## src/rtl/tmr13_gated.sv

```systemverilog
module tmr13_gated #(
  parameter int HI_W = 8,
  parameter int LO_W = 5,
  parameter int BYTE_W = 8
) (
  input  logic              clk,
  input  logic              rst_n,
  input  logic              tick_i,
  input  logic              cnt_pin_i,
  input  logic              gate_pin_i,
  input  logic              run_i,
  input  logic              gate_en_i,
  input  logic              ext_sel_i,
  input  logic              tgl_en_i,
  input  logic              wr_hi_i,
  input  logic              wr_lo_i,
  input  logic [BYTE_W-1:0] wdata_i,
  input  logic              flag_clr_i,
  output logic [BYTE_W-1:0] hi_o,
  output logic [BYTE_W-1:0] lo_o,
  output logic              ovf_flag_o,
  output logic              tgl_o
);
  localparam int CW = HI_W + LO_W;

  logic [CW-1:0] cnt_q;
  logic [2:0]    pin_sync_q;
  logic          pin_fall, evt, qual, inc, wr_any, wrap;

  always_ff @(posedge clk or negedge rst_n)
    if (!rst_n) pin_sync_q <= '1;
    else        pin_sync_q <= {pin_sync_q[1:0], cnt_pin_i};

  assign pin_fall = pin_sync_q[2] & ~pin_sync_q[1];
  assign evt      = ext_sel_i ? pin_fall : tick_i;
  assign qual     = run_i & (~gate_en_i | gate_pin_i);
  assign wr_any   = wr_hi_i | wr_lo_i;
  assign inc      = evt & qual & ~wr_any;
  assign wrap     = inc & (&cnt_q);

  always_ff @(posedge clk or negedge rst_n)
    if (!rst_n) cnt_q <= '0;
    else if (wr_any) begin
      if (wr_hi_i) cnt_q[CW-1:LO_W] <= wdata_i[HI_W-1:0];
      if (wr_lo_i) cnt_q[LO_W-1:0]  <= wdata_i[LO_W-1:0];
    end
    else if (inc) cnt_q <= cnt_q + 1'b1;

  always_ff @(posedge clk or negedge rst_n)
    if (!rst_n) begin
      ovf_flag_o <= 1'b0;
      tgl_o      <= 1'b0;
    end else begin
      if (wrap)            ovf_flag_o <= 1'b1;
      else if (flag_clr_i) ovf_flag_o <= 1'b0;
      if (wrap && tgl_en_i) tgl_o <= ~tgl_o;
    end

  assign hi_o = BYTE_W'(cnt_q[CW-1:LO_W]);
  assign lo_o = BYTE_W'(cnt_q[LO_W-1:0]);
endmodule

```

## config.mk

```make
export PLATFORM = sky130hd
export DESIGN_NAME = tmr13_gated
export DESIGN_NICKNAME = d
export VERILOG_FILES = /design/src/rtl/tmr13_gated.sv
export SDC_FILE = /design/constraint.sdc
export NUM_CORES = 1
export LEC_CHECK = 0
export CORE_MARGIN = 1
export CORE_UTILIZATION = 37
export DETAILED_ROUTE_END_ITERATION = 10
export GPL_TIMING_DRIVEN = 0
export PLACE_DENSITY = 0.78
export SYNTH_ARGS = -nofsm -noshare
export SYNTH_HDL_FRONTEND = slang
export SYNTH_SLANG_ARGS = --single-unit
```

## constraint.sdc

```tcl
create_clock -name clk -period 4.1 [get_ports clk]
set_input_delay 0.82 -clock clk [delete_from_list [all_inputs] [get_ports clk]]
set_output_delay 0.82 -clock clk [all_outputs]
set_load 0.02 [all_outputs]
```

==> metrics, run 1 <==
GRT Total Usage=21.7%; RSZ-0062 raised after global routing=false; Detailed Route Iter0 Violations=28; synth-to-layout area growth=40.8%; die width=54.8 um; Setup TNS=0 ns; dpl hpwl=1.98 mm; Reg2Reg Depth=5; final hold violation count=0; PortBufs=34; Setup CP Type=in2reg; GR Overflow Total=0; number of I/O pins=38; synthesized cell area=1030 um^2; Critical Path AT=2.63 ns; Max VDD drop=0.197 mV; f_max=418 MHz; Top FF cell, synth=dfrtp_1; Worst Path Max Fanout=8; EDFF count, synth=0; worst hold start=pin_sync_q[0]; post-CTS setup buffers=0; DR pass1 iterations=4; CP required=4.33 ns; number of diodes=0; Max-slew headroom=46.0%; Num CTS Buffers=3; Reg-to-Reg Start=pin_sync_q[1]; Synth area leader=dfrtp_1; worst slew pin tran=0.807 ns; Finished Cell Area=1450 um^2; outcome=finished clean; hold path endpoint=pin_sync_q[1]; number of global-route vias before repair=1,013; Num Clock Sinks=18; Worst setup SP type=input pin; final slew viol count=0; clk buf depth=2; clk_lat worst skew=0.30 ns; CP endpoint kind=flop; Storage cell area=454 um^2; CTS tree=built; crit share post-route=58.3%; via count=996; maxcap violations=0; site row count=18; post-synthesis sequential area ratio=44.0%; GP Congestion=0.871; Die Height=54.8 um; R2R Setup Slk=2.26 ns; post-synthesis register bit count=18; Async S/R FF share, synth=100%; initial antenna violation count=0; Synth area leaders=dfrtp_1 36%, dfstp_2 7.6%, a31oi_1 3.6%; routed len/inst=14.7 um; Gate Count Post-Synth=109; final setup violation count=0; hold path cells=0; initial core utilization=40.2%; Yosys warning total=0; Syn Area/Cell=9.47 um^2; CTS root buf=clkbuf_4; die area=3010 um^2; fill count=219; Routed Antenna Nets=0; hold-fix buffers at CTS=0; list of most frequent post-synthesis cells=15 x dfrtp_1, 10 x nand2_1, 9 x nor2_1; CTS H-Tree Depth=1; Pleak=0.000557 uW; minimum clock period=2.39 ns; DRC=0; # nets final=171; cts repair resizes=0; clk slew on worst S/H paths=0.11 ns; share of layout cells above drive strength 1=13.4%; reg2reg end=cnt_q[10]; DR vias/cell=5.56; largest net degree at the start of global routing=19; Min-Delay Path Class=reg2reg; Core Box Area=2570 um^2; first-pass GRT wire length=4.53 mm; Detailed Route WL=2.63 mm; Pwr Density=305 nW/um^2; clock skew=0.00192 ns; most frequent cell after synthesis=dfrtp_1; area fraction of the dominant cell type after synthesis=36.4%; dpl cell area=1420 um^2; Multi-input gate area=531 um^2; post-synth cell types=45
[stage by stage]
step | hold WS, ns | power [uW] | utilization (%) | cells | setup WS (ns)
2_1_floorplan | 0.345 | 269 | - | 111 | 2.14
4_1_cts | 0.367 | 445 | 56.6 | 179 | 1.72
3_5_place_dp | 0.350 | 330 | 55.2 | 175 | 1.39
3_3_place_gp | 0.347 | 326 | 55.2 | 175 | 1.46
5_1_grt | 0.375 | 468 | 56.6 | 179 | 1.59
6_report | 0.366 | 443 | 56.6 | 179 | 1.71
[metal layers]
layer,GRT usage (%),up-vias,wire [um]
li1,-,486,-
met1,27.6,481,1280
met2,36.1,27,1230
met3,5.28,2,110
met4,5.56,0,11
met5,0,-,0
[registers in the layout, summed over array words and instances (netlist names)]
signal	count
cnt_q	13
ovf_flag_o	1
pin_sync_q	3
tgl_o	1
[critical path, stage by stage]
cell	delay, ns
clkdlybuf4s50_1	0.52
inv_1	0.28
o2111ai_2	0.26
or4_1	0.56
a31oi_1	0.18
[placed cells by master, fill, tap and decap left out, types with 2 or more instances in the layout]
cell             netlist  routed
a31oi_1                6       6
buf_2                  2       2
buf_4                  3       3
clkbuf_1               2       2
clkbuf_4               0       3
clkdlybuf4s50_1        0      34
conb_1                 1       3
dfrtp_1               15      15
dfstp_2                3       3
inv_1                  4       4
nand2_1               10      10
nand2b_1               3       3
nand4_1                3       3
nor2_1                 9       9
nor3_1                 3       3
o21ai_0                6       6
o31a_2                 2       2
o31ai_1                3       3
o32a_1                 2       2
or3_1                  3       3
or4_1                  3       3
[power by group]
group          total, uW  switching [uW]  internal, uW
clock network        116            61.6          54.3
registers            210            17.4           192
logic                118            57.4          60.2
total                443             136           307
[layout make-up]
cell class / count / share of cell area [%]
inverter: 4 / 1.03
sequential: 18 / 31.2
timing repair buffer: 34 / 23.4
buffer: 7 / 2.75
multi-input combinational: 82 / 36.5
clock buffer: 4 / 2.50
tap: 30 / 2.58
[how the worst max path moves through the flow]
stage | startpoint | cells after the start | slack, ns | endpoint
6_report | wr_lo_i | 5 | 1.71 | cnt_q[7]
5_1_grt | wr_lo_i | 6 | 1.59 | tgl_o
4_1_cts | wr_lo_i | 5 | 1.72 | cnt_q[7]
3_5_place_dp | wr_lo_i | 5 | 1.39 | cnt_q[7]
3_3_place_gp | wr_lo_i | 6 | 1.46 | tgl_o
2_1_floorplan | tick_i | 4 | 2.14 | cnt_q[7]
[cell families after synthesis]
| group | Yosys count | share of synthesized area, % |
|---|---|---|
| and+or+nand+nor | 47 | 25.7 |
| AOI/OAI and AO/OA | 28 | 20.7 |
| DFF | 18 | 44.0 |
| buffers and inverters | 11 | 5.33 |
| xor gates and xnor gates | 2 | 1.70 |
| adders and majority gates | 1 | 1.21 |
| other | 1 | 0.363 |
| muxes | 1 | 0.970 |
No activity file was read; power rests on OpenSTA's default activity.
==> inputs of run 2 (changes only) <==
==> constraint.sdc (replaced) <==
create_clock -name clk -period 2.5 [get_ports clk]
set_input_delay 0.5 -clock clk [delete_from_list [all_inputs] [get_ports clk]]
set_output_delay 0.5 -clock clk [all_outputs]
set_load 0.02 [all_outputs]
==> results of run 2 <==
The final DEF is identical to that of run 1. Status: finished clean.
Among the figures that moved: setup slack after placement 1.39 ns -> 0.106 ns; setup slack after layout 1.71 ns -> 0.429 ns; register-to-register setup slack 2.26 ns -> 0.66 ns; total power 443 uW -> 727 uW; worst IR drop on VDD 0.197 mV -> 0.323 mV
==> inputs of run 3 (changes only) <==
--- a/config.mk
+++ b/config.mk
@@ -9,7 +9,7 @@
 export CORE_UTILIZATION = 37
 export DETAILED_ROUTE_END_ITERATION = 10
 export GPL_TIMING_DRIVEN = 0
-export PLACE_DENSITY = 0.78
+export PLACE_DENSITY = 0.8
 export SYNTH_ARGS = -nofsm -noshare
 export SYNTH_HDL_FRONTEND = slang
 export SYNTH_SLANG_ARGS = --single-unit
==> constraint.sdc (replaced) <==
create_clock -name clk -period 1.8 [get_ports clk]
set_input_delay 0.36 -clock clk [delete_from_list [all_inputs] [get_ports clk]]
set_output_delay 0.36 -clock clk [all_outputs]
set_load 0.02 [all_outputs]
==> run 3 against run 2 <==
Compared with the run above:
- sequential share of layout area down 0.89 points
- utilization up 1.7 points
- hold slack worse by 0.00069 ns
- sequential power up 39%
- first-iteration DRC count down 21%
- via count up 0.20%
- critical path depth unchanged
- highest routed layer is now met3
==> metrics, run 3 (synthesized netlist as in run 1, its figures left out) <==
outcome=finished clean; Detailed Route WL=2.67 mm (+1.5%); # nets final=172 (+0.58%); PortBufs=34 (unchanged); number of global-route vias before repair=950 (-6.2%); Finished Cell Area=1500 um^2 (+2.9%); first-pass GRT wire length=4.37 mm (-3.5%); met2 global-route usage=34.1% (-2.0 points); CP endpoint kind=flop; Detailed Route Iter0 Violations=22 (-21%); clk_lat worst skew=0.30 ns (about the same); Largest register FFs=13 (unchanged); crit share post-route=97.6%; DR pass1 iterations=4 (unchanged); worst slew pin tran=0.830 ns (+0.0234 ns); Num Clock Sinks=18 (unchanged); Reg2Reg Depth=4 (-1); DR vias/cell=5.54 (-0.36%); CP required=2.03 ns; Num CTS Buffers=3 (unchanged); clk buf depth=2 (unchanged); die width=54.8 um (unchanged); Min-Delay Path Class=reg2reg; CTS tree=built; Final Non-Filler Cells=180 (+0.56%); Routed Antenna Nets=0 (unchanged); GRT Total Usage=20.5% (-1.2 points); f_max=569 MHz; Die Height=54.8 um (unchanged); largest registers=cnt_q x13, pin_sync_q x3; Critical Path AT=1.99 ns; GP Congestion=0.836 (-4.0%); number of I/O pins=38 (unchanged); hold slack=0.365 ns (-0.000689 ns); routed len/inst=14.8 um (+0.92%); GR Overflow Total=0 (unchanged); reg2reg end=cnt_q[7]; largest net degree at the start of global routing=19 (unchanged); most frequent cells in the layout=30 x clkdlybuf4s50_1, 15 x dfrtp_1, 9 x nand2_1, 9 x nor2_1; R2R Setup Slk=0.06 ns; maxcap violations=0 (unchanged); Worst setup SP type=input pin; hold-fix buffers at CTS=0 (unchanged); DP Worst Slack=-0.447 ns; Reg-to-Reg Start=pin_sync_q[2]; die area=3010 um^2 (unchanged); final slew viol count=0 (unchanged); minimum clock period=1.76 ns; grt met1 use=27.5% (-0.12 points); fin worst setup slack=0.0424 ns; placed cells=175 (unchanged); Max VDD drop=0.570 mV; Max-slew headroom=44.5% (-1.6 points); DRC=0 (unchanged); met3 Use GR=4.44% (-0.83 points); final setup violation count=0 (unchanged); Worst Path Max Fanout=7 (-1); clock skew=0.00628 ns (+0.00436 ns); site row count=18 (unchanged); critical path endpoint=cnt_q[7]; synth-to-layout area growth=45.0%; commonest non-fill, non-tap cell in the layout=clkdlybuf4s50_1; Setup TNS=0 ns (unchanged); number of diodes=0 (unchanged); RSZ-0062 raised after global routing=true; initial antenna violation count=0 (unchanged); CTS root buf=clkbuf_4; Core Box Area=2570 um^2 (unchanged); Top reg by flops=cnt_q; GR peak layer=met2; Pwr Density=677 nW/um^2; dpl hpwl=1.99 mm (+0.57%); via count=998 (+0.20%); initial core utilization=40.2% (unchanged); Critical path origin=ext_sel_i; Setup CP Type=in2reg; clk slew on worst S/H paths=0.11 ns (about the same); Pleak=0.000599 uW (+7.4%); CTS H-Tree Depth=1 (unchanged); final hold violation count=0 (unchanged); share of layout cells above drive strength 1=17.3% (+3.9 points); dpl cell area=1420 um^2 (unchanged)
## run 3: changes by cell type in the layout (fill, tap and decap cells not counted), sizes merged
cell / previous run / this run
buf: 5 / 6
clkdlybuf4s50: 34 / 30
dlymetal6s2s: 0 / 4
## run 3: worst min path at each step
stage,cells after the start,from,end
after global routing,0,pin_sync_q[0],pin_sync_q[1]
after floorplan,0,rst_n,cnt_q[0]
after global placement,0,pin_sync_q[0],pin_sync_q[1]
after CTS,0,pin_sync_q[0],pin_sync_q[1]
after detailed placement,0,pin_sync_q[0],pin_sync_q[1]
final,0,pin_sync_q[0],pin_sync_q[1]
## run 3: layout make-up
type | instances | area (um^2)
repair buffers | 35 | 358
fillers | 232 | 1070
well taps | 30 | 37.5
inverters | 4 | 15.0
clock buffers | 4 | 36.3
flip-flops and latches | 18 | 454
plain buffers | 7 | 47.5
multi-input cells | 82 | 548
## run 3: power breakdown
group / internal (uW) / switching (uW) / leakage (uW)
Clock: 123 / 138 / 0.0000210
Sequential: 438 / 38.9 / 0.000204
Combinational: 140 / 134 / 0.000373
## run 3: critical path, stage by stage
cell and delay (ns):
clkdlybuf4s50_1 0.48, and3b_2 0.24, o2111ai_4 0.19, or4_1 0.53
a31oi_1 0.19
## run 3: timing repair
item | 4_1_cts | 5_1_grt
pin swaps | 0 | 1
buffers inserted | 1 | 0
endpoints found under the setup margin | 5 | 13
gates resized for setup | 2 | 11
## run 3: metrics by stage
stage / utilization (%) / total power (uW)
after global routing: 58.3 / 1060
after detailed placement: 55.2 / 750
after floorplan: - / 613
final: 58.3 / 1010
after global placement: 55.2 / 741
after CTS: 57.0 / 1010
## run 3: layer usage
metal / up-vias / share of wire (%)
met3: 0 / 4.0
met2: 26 / 48
met1: 484 / 48
met4: 0 / 0
li1: 488 / -
met5: - / 0
